`config.mk`:
```
export PLATFORM = sky130hd
export DESIGN_NAME = adc_out_formatter
export DESIGN_NICKNAME = d
export VERILOG_FILES = /design/src/rtl/adc_fmt_pkg.sv /design/src/rtl/fmt_clamp.sv /design/src/rtl/fmt_encode.sv /design/src/rtl/fmt_out_stage.sv /design/src/rtl/fmt_unfold.sv /design/src/rtl/adc_out_formatter.sv
export SDC_FILE = /design/constraint.sdc
export NUM_CORES = 1
export LEC_CHECK = 0
export ABC_AREA = 1
export BUFFER_PORTS_ARGS = -buffer_cell sky130_fd_sc_hd__buf_2
export CORE_ASPECT_RATIO = 0.6
export CORE_MARGIN = 2
export CORE_UTILIZATION = 35
export DETAILED_ROUTE_END_ITERATION = 10
export PLACE_DENSITY = 0.74
export SLEW_MARGIN = 0
export SYNTH_ARGS = -nofsm -noshare
export SYNTH_HDL_FRONTEND = slang
export SYNTH_SLANG_ARGS = --single-unit
```
`constraint.sdc`:
```
create_clock -name clk -period 3 [get_ports clk]
set_clock_uncertainty 0.2 [all_clocks]
set_input_delay 0.15 -clock clk [delete_from_list [all_inputs] [get_ports clk]]
set_output_delay 0.15 -clock clk [all_outputs]
set_load 0.005 [all_outputs]
```
`src/rtl/adc_fmt_pkg.sv`:
```
package adc_fmt_pkg;

    localparam int DATA_W  = 12;
    localparam int EXT_W   = 2;
    localparam int HALF_W  = DATA_W / 2;
    localparam int PHI_W   = DATA_W - HALF_W + EXT_W;
    localparam int PLO_W   = HALF_W;

    typedef enum logic [1:0] {
        RANGE_OK   = 2'b00,
        RANGE_HIGH = 2'b01,
        RANGE_LOW  = 2'b10,
        RANGE_ALT  = 2'b11
    } range_e;

    typedef struct packed {
        logic [EXT_W-1:0]  ext;
        logic [DATA_W-1:0] data;
    } word_t;

    typedef struct packed {
        logic twos;
        logic scramble;
        logic pattern;
        logic off;
    } mode_t;

    // XOR bit 0 into every higher bit; self-inverse.
    function automatic logic [DATA_W-1:0] lsb_fold(input logic [DATA_W-1:0] w);
        logic [DATA_W-1:0] r;
        r = w;
        for (int i = 1; i < DATA_W; i++) begin
            r[i] = w[i] ^ w[0];
        end
        return r;
    endfunction

endpackage

```
`src/rtl/fmt_clamp.sv`:
```
module fmt_clamp
    import adc_fmt_pkg::*;
(
    input  logic [DATA_W-1:0] code,
    input  range_e            rng,
    output word_t             clamped
);
    always_comb begin
        clamped = '0;
        unique case (rng)
            RANGE_HIGH: begin
                clamped.data = '1;
                clamped.ext  = '1;
            end
            RANGE_LOW: begin
                clamped.data = '0;
                clamped.ext  = '0;
            end
            default: begin
                clamped.data = code;
                clamped.ext  = '0;
            end
        endcase
    end
endmodule

```
`src/rtl/fmt_encode.sv`:
```
module fmt_encode
    import adc_fmt_pkg::*;
(
    input  word_t in_word,
    input  logic  twos,
    input  logic  scramble,
    output word_t out_word
);
    word_t coded;

    always_comb begin
        coded = in_word;
        if (twos) begin
            coded.data[DATA_W-1] = ~in_word.data[DATA_W-1];
        end
    end

    always_comb begin
        out_word = coded;
        if (scramble) begin
            out_word.data = lsb_fold(coded.data);
        end
    end
endmodule

```
`src/rtl/fmt_out_stage.sv`:
```
module fmt_out_stage
    import adc_fmt_pkg::*;
(
    input  logic             clk,
    input  logic             rst,
    input  word_t            coded,
    input  logic [PHI_W-1:0] pat_hi,
    input  logic [PLO_W-1:0] pat_lo,
    input  mode_t            mode,
    input  logic             frame_in,
    input  logic             dclk_in,
    output word_t            q_word,
    output logic             q_frame,
    output logic             q_dclk
);
    word_t pat_word;
    word_t sel_word;

    always_comb begin
        pat_word.ext  = pat_hi[PHI_W-1 -: EXT_W];
        pat_word.data = {pat_hi[DATA_W-HALF_W-1:0], pat_lo};
        sel_word      = mode.pattern ? pat_word : coded;
    end

    always_ff @(posedge clk) begin
        if (rst || mode.off) begin
            q_word  <= '0;
            q_frame <= 1'b0;
            q_dclk  <= 1'b0;
        end else begin
            q_word  <= sel_word;
            q_frame <= frame_in;
            q_dclk  <= dclk_in;
        end
    end
endmodule

```
`src/rtl/fmt_unfold.sv`:
```
module fmt_unfold
    import adc_fmt_pkg::*;
(
    input  logic [DATA_W-1:0] rx_word,
    input  logic              enable,
    output logic [DATA_W-1:0] plain
);
    genvar g;
    assign plain[0] = rx_word[0];
    generate
        for (g = 1; g < DATA_W; g++) begin : g_bit
            assign plain[g] = enable ? (rx_word[g] ^ rx_word[0]) : rx_word[g];
        end
    endgenerate
endmodule

```
`src/rtl/adc_out_formatter.sv`:
```
module adc_out_formatter
    import adc_fmt_pkg::*;
(
    input  logic              clk,
    input  logic              rst,
    input  logic [DATA_W-1:0] core_code,
    input  logic [1:0]        core_range,
    input  logic              frame_in,
    input  logic              dclk_in,
    input  logic              mode_twos,
    input  logic              mode_scramble,
    input  logic              mode_pattern,
    input  logic              mode_off,
    input  logic [PHI_W-1:0]  pat_hi,
    input  logic [PLO_W-1:0]  pat_lo,
    output logic [DATA_W-1:0] fmt_data,
    output logic [EXT_W-1:0]  fmt_ext,
    output logic              fmt_frame,
    output logic              fmt_dclk,
    input  logic [DATA_W-1:0] rx_data,
    input  logic              rx_scramble,
    output logic [DATA_W-1:0] rx_plain
);
    mode_t mode;
    word_t clamped;
    word_t coded;
    word_t q_word;

    assign mode.twos     = mode_twos;
    assign mode.scramble = mode_scramble;
    assign mode.pattern  = mode_pattern;
    assign mode.off      = mode_off;

    fmt_clamp u_clamp (
        .code    (core_code),
        .rng     (range_e'(core_range)),
        .clamped (clamped)
    );

    fmt_encode u_encode (
        .in_word  (clamped),
        .twos     (mode.twos),
        .scramble (mode.scramble),
        .out_word (coded)
    );

    fmt_out_stage u_out (
        .clk      (clk),
        .rst      (rst),
        .coded    (coded),
        .pat_hi   (pat_hi),
        .pat_lo   (pat_lo),
        .mode     (mode),
        .frame_in (frame_in),
        .dclk_in  (dclk_in),
        .q_word   (q_word),
        .q_frame  (fmt_frame),
        .q_dclk   (fmt_dclk)
    );

    assign fmt_data = q_word.data;
    assign fmt_ext  = q_word.ext;

    fmt_unfold u_unfold (
        .rx_word (rx_data),
        .enable  (rx_scramble),
        .plain   (rx_plain)
    );

    a_r9_off_silences: assert property (@(posedge clk) disable iff (rst)
        mode_off |=> (fmt_data == '0 && fmt_ext == '0 && !fmt_frame && !fmt_dclk));

    a_r8_pattern_wins: assert property (@(posedge clk) disable iff (rst)
        (mode_pattern && !mode_off) |=>
        (fmt_data == {$past(pat_hi[DATA_W-HALF_W-1:0]), $past(pat_lo)} &&
         fmt_ext == $past(pat_hi[PHI_W-1 -: EXT_W])));

    a_r3_high_raises_ext: assert property (@(posedge clk) disable iff (rst)
        (core_range == 2'b01 && !mode_pattern && !mode_off) |=> (fmt_ext == 2'b11));

    a_r4_ext_low_otherwise: assert property (@(posedge clk) disable iff (rst)
        (core_range != 2'b01 && !mode_pattern) |=> (fmt_ext == 2'b00));

    a_r6_lsb_kept: assert property (@(posedge clk) disable iff (rst)
        (core_range[0] == core_range[1] && !mode_pattern && !mode_off) |=>
        (fmt_data[0] == $past(core_code[0])));

    a_r10_markers_follow: assert property (@(posedge clk) disable iff (rst)
        !mode_off |=> (fmt_frame == $past(frame_in) && fmt_dclk == $past(dclk_in)));

endmodule

```
==> qor.csv, run 1 <==
metric;value;unit
first-pass GRT wire length;4.10;mm
main combinational cell family by area after synthesis;simple AND/OR/NAND/NOR gates;
routed len/inst;9.61;um
CTS tree;built;
CTS Buf Count;3;
Hold WS;0.0187;ns
Top Usage Layer GRT;met2;
CP max FO;2;
vias in the first global route;948;
slowest stage delay, CP;0.60;ns
simple-gate share of the synthesized area;35.4;%
status;finished clean;
clk sinks;16;
Yosys reg bits;16;
initial core utilization;38.0;%
LEAKAGE;0.961;nW
GR Overflow Total;0;
Hold Crit Class;primary input to register;
Die Footprint;3270;um2
DP Cell Count;261;
multiplexer area fraction after synthesis;0;%
height of the die;45.1;um
Synth Area in Compound Gates;7.61;%
initial antenna violation count;0;
total track usage;16.5;%
synthesized area;986;um2
met3 Use GR;6.47;%
DRC violations left;0;
fmax;0.431;GHz
Post-Synth Adder-Cell Area;1.27;%
1st-pass router iterations;5;
routability-driven placement congestion ratio;0.785;
clock buffer depth;2;
Via Count;1165;
Mapped Cells;162;
H-tree levels;1;
final hold violations;0;
period utilization;77.4;%
sequential share of the synthesized area;32.5;%
Design Area, Final;1500;um2
Worst setup EP type;register;
Antenna Violating Nets Remaining;0;
final WL;2.64;mm
nets@finish;294;
fin. max-slew vios;0;
Fillers;265;
Port Buf Inserts;76;
xor and xnor fraction of the mapped netlist area;9.77;%
crit path cell chain;dlygate4sd3_1 -> buf_2 -> nor2_1 -> dlygate4sd3_1 -> o21ai_0 -> dlygate4sd3_1 -> a21oi_1;
critical path's top delay family;buffers and inverters;
Worst Path Class, Setup;primary input to register;
Syn Area/Cell;6.09;um2
setup tns final;0;ns
overall power;0.581;mW
Startpoint Class;primary input;
met1 Usage GRT;21.4;%
VDD IR max;0.132;mV
synth unique cells;16;
Clock transition at path regs;0.06;ns
Vias per Instance;4.24;
fin worst setup slack;0.679;ns
share of cells above drive strength 1;34.2;%
Worst EP arrival;2.30;ns
Top Ports;77;
GR Layer Usage met2;26.9;%
die width;72.5;um
Tmin final;2.32;ns
final setup fails;0;
RSZ-0062 raised after global routing;false;
Buf+Inv Stages, Crit Path;4;
max_cap viols;0;
pin count of the biggest net entering global routing;25;
row count;14;
Slew HR;55.0;%
hpwl dp;1.93;mm
Worst Setup Slack post-DPL;0.958;ns
worst path required time;2.98;ns
Placed Area;1350;um2
yosys warns;0;
power per cell area;387;nW/um2
Syn-to-layout area delta;52.2;%
clk root buf;clkbuf_8;
utilization after layout;57.9;%
CP dominant cell by count;dlygate4sd3_1;
ANT cells;0;
Core Box Area;2590;um2
CP max stage cell;dlygate4sd3_1;
Iter 0 DRT Violations;82;
syn nets;212;
Non-Filler Instances;275;
actual slew at the worst max-slew pin;0.674;ns
==> logic make-up after synthesis <==
group / after synthesis
xor+xnor: 11
buf+inv: 28
simple gates: 91
fa+ha+maj: 1
flops: 16
compound gates: 15
==> state kept, by name, summed over array words and instances (netlist names) <==
name           count
u_out.q_word      14
u_out.q_dclk       1
u_out.q_frame      1
==> layout make-up <==
class | count | area [um2] | area share [%]
repair buffers | 86 | 480 | 32.0
clock buffers | 4 | 55.1 | 3.67
flip-flops and latches | 16 | 320 | 21.4
multi-input cells | 118 | 533 | 35.5
inverters | 19 | 71.3 | 4.75
well taps | 32 | 40.0 | 2.67
==> power by group <==
group / internal, mW / switching (mW) / total (mW) / leakage, nW
clock: 0.116 / 0.0705 / 0.187 / 0.0288
combinational: 0.0826 / 0.0862 / 0.169 / 0.801
sequential: 0.224 / 0.00212 / 0.226 / 0.131
total: 0.423 / 0.159 / 0.581 / 0.961
==> synth_stat cells (all sizes together) <==
master,n,area [um2]
nand2,54,208
nor2,35,131
inv,19,71.3
dfxtp,16,320
o21ai,12,60.1
xnor2,11,96.3
buf,9,61.3
a21oi,3,15.0
nand3,2,10.0
ha,1,12.5
==> path summary, 6_finish.rpt <==
kind                      start          endpoint  slack, ns  cells after the start
worst max-delay path        rst  u_out.q_word[11]       0.68                      7
worst min-delay path  pat_hi[4]  u_out.q_word[10]       0.02                      5
==> placed cells by master (no fill, tap or decap), drive strengths merged <==
master,Yosys,routed
o21ai,12,12
nand2,54,54
nand3,2,2
ha,1,1
buf,9,76
dfxtp,16,16
inv,19,19
nor2,35,35
dlygate4sd3,0,10
xnor2,11,11
clkbuf,0,4
a21oi,3,3
==> what timing repair did <==
item | CTS | global route
setup buffers | 0 | 0
hold endpoints to repair | 6 | 0
gates resized for setup | 0 | 0
hold buffers | 10 | 0
==> layer usage <==
layer | up-vias | part of all wire (%)
met3 | 2 | 12
met5 | - | 0
met4 | 0 | 0.45
met1 | 468 | 45
li1 | 639 | -
met2 | 56 | 43
No activity file was read; power rests on OpenSTA's default activity.
==> run 2: changes to the inputs <==
--- a/config.mk
+++ b/config.mk
@@ -11,7 +11,7 @@
 export CORE_MARGIN = 2
 export CORE_UTILIZATION = 35
 export DETAILED_ROUTE_END_ITERATION = 10
-export PLACE_DENSITY = 0.74
+export PLACE_DENSITY = 0.77
 export SLEW_MARGIN = 0
 export SYNTH_ARGS = -nofsm -noshare
 export SYNTH_HDL_FRONTEND = slang
==> constraint.sdc (replaced) <==
create_clock -name clk -period 1.9 [get_ports clk]
set_clock_uncertainty 0.2 [all_clocks]
set_input_delay 0.095 -clock clk [delete_from_list [all_inputs] [get_ports clk]]
set_output_delay 0.095 -clock clk [all_outputs]
set_load 0.005 [all_outputs]
==> run 2 against run 1 <==
  * Combinational power rose by 73%
  * Critical path depth shrank 1
  * Sequential cell count unchanged
  * Critical endpoint unchanged
  * Largest power group unchanged
  * Highest routed layer unchanged
==> qor.csv, run 2 (same netlist as run 1, synthesis figures left out) <==
metric;value;unit;change
status;finished clean;;
power per cell area;555;nW/um2;+43%
Antenna Violating Nets Remaining;0;;unchanged
Worst Path Class, Setup;primary input to register;;
overall power;0.904;mW;+56%
DRC violations left;0;;unchanged
clk sinks;16;;unchanged
clk root buf;clkbuf_8;;
Worst EP arrival;1.61;ns;-0.69 ns
H-tree levels;1;;unchanged
Slew HR;61.7;%;+6.7 points
hpwl dp;2.01;mm;+4.2%
Largest regs;u_out.q_word: 14 flops, u_out.q_dclk: 1 flops, u_out.q_frame: 1 flops;;
final WL;2.87;mm;+8.5%
Buf+Inv Stages, Crit Path;3;;-1
Design Area, Final;1630;um2;+8.6%
Top Ports;77;;unchanged
CP max FO;2;;unchanged
Hold Crit Class;primary input to register;;
period utilization;85.2;%;
RSZ-0062 raised after global routing;false;;
Vias per Instance;4.40;;+3.9%
Port Buf Inserts;76;;unchanged
post_cts resized;0;;unchanged
commonest non-fill, non-tap cells in the layout;buf_2 (76), nand2_1 (52), nor2_1 (35);;
Fillers;244;;-7.9%
total track usage;18.5;%;+2.1 points
CP max stage cell;dlygate4sd3_1;;
utilization after layout;62.8;%;+5.0 points
final hold violations;0;;unchanged
initial antenna violation count;0;;unchanged
LEAKAGE;1.02;nW;+6.1%
CTS tree;built;;
net switching power figure;0.260;mW;+63%
Hold WS;0.0573;ns;+0.0386 ns
actual slew at the worst max-slew pin;0.574;ns;-0.101 ns
routability-driven placement congestion ratio;0.740;;-5.7%
Syn-to-layout area delta;65.2;%;
Int Pwr;0.645;mW;+53%
pin count of the biggest net entering global routing;23;;-8.0%
fmax;0.618;GHz;
Clock transition at path regs;0.06;ns;about the same
M1 WL;1.36;mm;+15%
crit path cell chain;dlygate4sd3_1 -> buf_2 -> nor2_1 -> dlygate4sd3_1 -> o21ai_0 -> a21oi_1;;
Die Footprint;3270;um2;unchanged
vias in the first global route;1110;;+17%
VDD IR max;0.297;mV;+130%
die width;72.5;um;unchanged
setup tns final;0;ns;unchanged
ANT cells;0;;unchanged
Reg power frac;39.5;%;+0.7 points
slowest stage delay, CP;0.55;ns;-0.05 ns
top layer in use;met4;;
multi-input combinational cell area;533;um2;unchanged
Worst setup EP type;register;;
height of the die;45.1;um;unchanged
GR Overflow Total;0;;unchanged
max_cap viols;0;;unchanged
Biggest register;u_out.q_word;;
Non-Filler Instances;289;;+5.1%
CTS Buf Count;3;;unchanged
Via Count;1272;;+9.2%
routed len/inst;9.93;um;+3.3%
fin. max-slew vios;0;;unchanged
initial core utilization;38.0;%;unchanged
max reg flops;14;;unchanged
Worst Setup Slack post-DPL;0.284;ns;-0.673 ns
fin worst setup slack;0.281;ns;-0.399 ns
Core Box Area;2590;um2;unchanged
DP Cell Count;264;;+1.1%
Startpoint Class;primary input;;
most common cell after layout, fill and taps aside;buf_2;;
row count;14;;unchanged
clock buffer depth;2;;unchanged
Clk pwr share;28.2;%;-3.9 points
nets@finish;309;;+5.1%
Iter 0 DRT Violations;31;;-62%
Reg area;320;um2;unchanged
Gate power share;32.3;%;+3.3 points
metal3 WL;200;um;-34%
Tmin final;1.62;ns;
first-pass GRT wire length;4.61;mm;+12%
Net Sw Frac;28.7;%;+1.4 points
CP dominant cell by count;dlygate4sd3_1;;
final setup fails;0;;unchanged
share of cells above drive strength 1;33.1;%;-1.1 points
WL met2;1.30;mm;+13%
worst path required time;1.89;ns;-1.09 ns
critical path's top delay family;buffers and inverters;;
1st-pass router iterations;6;;+1
Placed Area;1370;um2;+1.7%
run 2: repair_timing:
action / CTS / global route
hold buffers: 22 / 0
setup buffers: 0 / 0
endpoints found under the setup margin: 0 / 0
endpoints found under the hold margin: 16 / 0
run 2: cell type report:
cell class,instances,share of cell area (%)
repair buffers,101,38.2
multi-input cells,118,32.7
flip-flops and latches,16,19.7
inverters,19,4.38
clock buffers,3,2.53
well taps,32,2.46
run 2: power by group through the flow:
stage	logic, mW	registers (mW)	clock network [mW]
global route	0.330	0.358	0.281
CTS	0.293	0.357	0.264
finish	0.292	0.357	0.255
detailed placement	0.258	0.364	0
global placement	0.253	0.364	0
floorplan	0.149	0.368	0
run 2: path summary, 6_finish.rpt:
path,endpoint,slack (ns),startpoint,cells past startpoint
setup / recovery,u_out.q_word[11],0.28,rst,6
hold / removal,u_out.q_word[9],0.06,core_code[9],7
run 2: per-layer routing:
metal  up-vias  global-route usage [%]
li1        668                       -
met1       552                    23.7
met2        50                    31.1
met3         2                    6.47
met4         0                    3.33
met5         -                       0
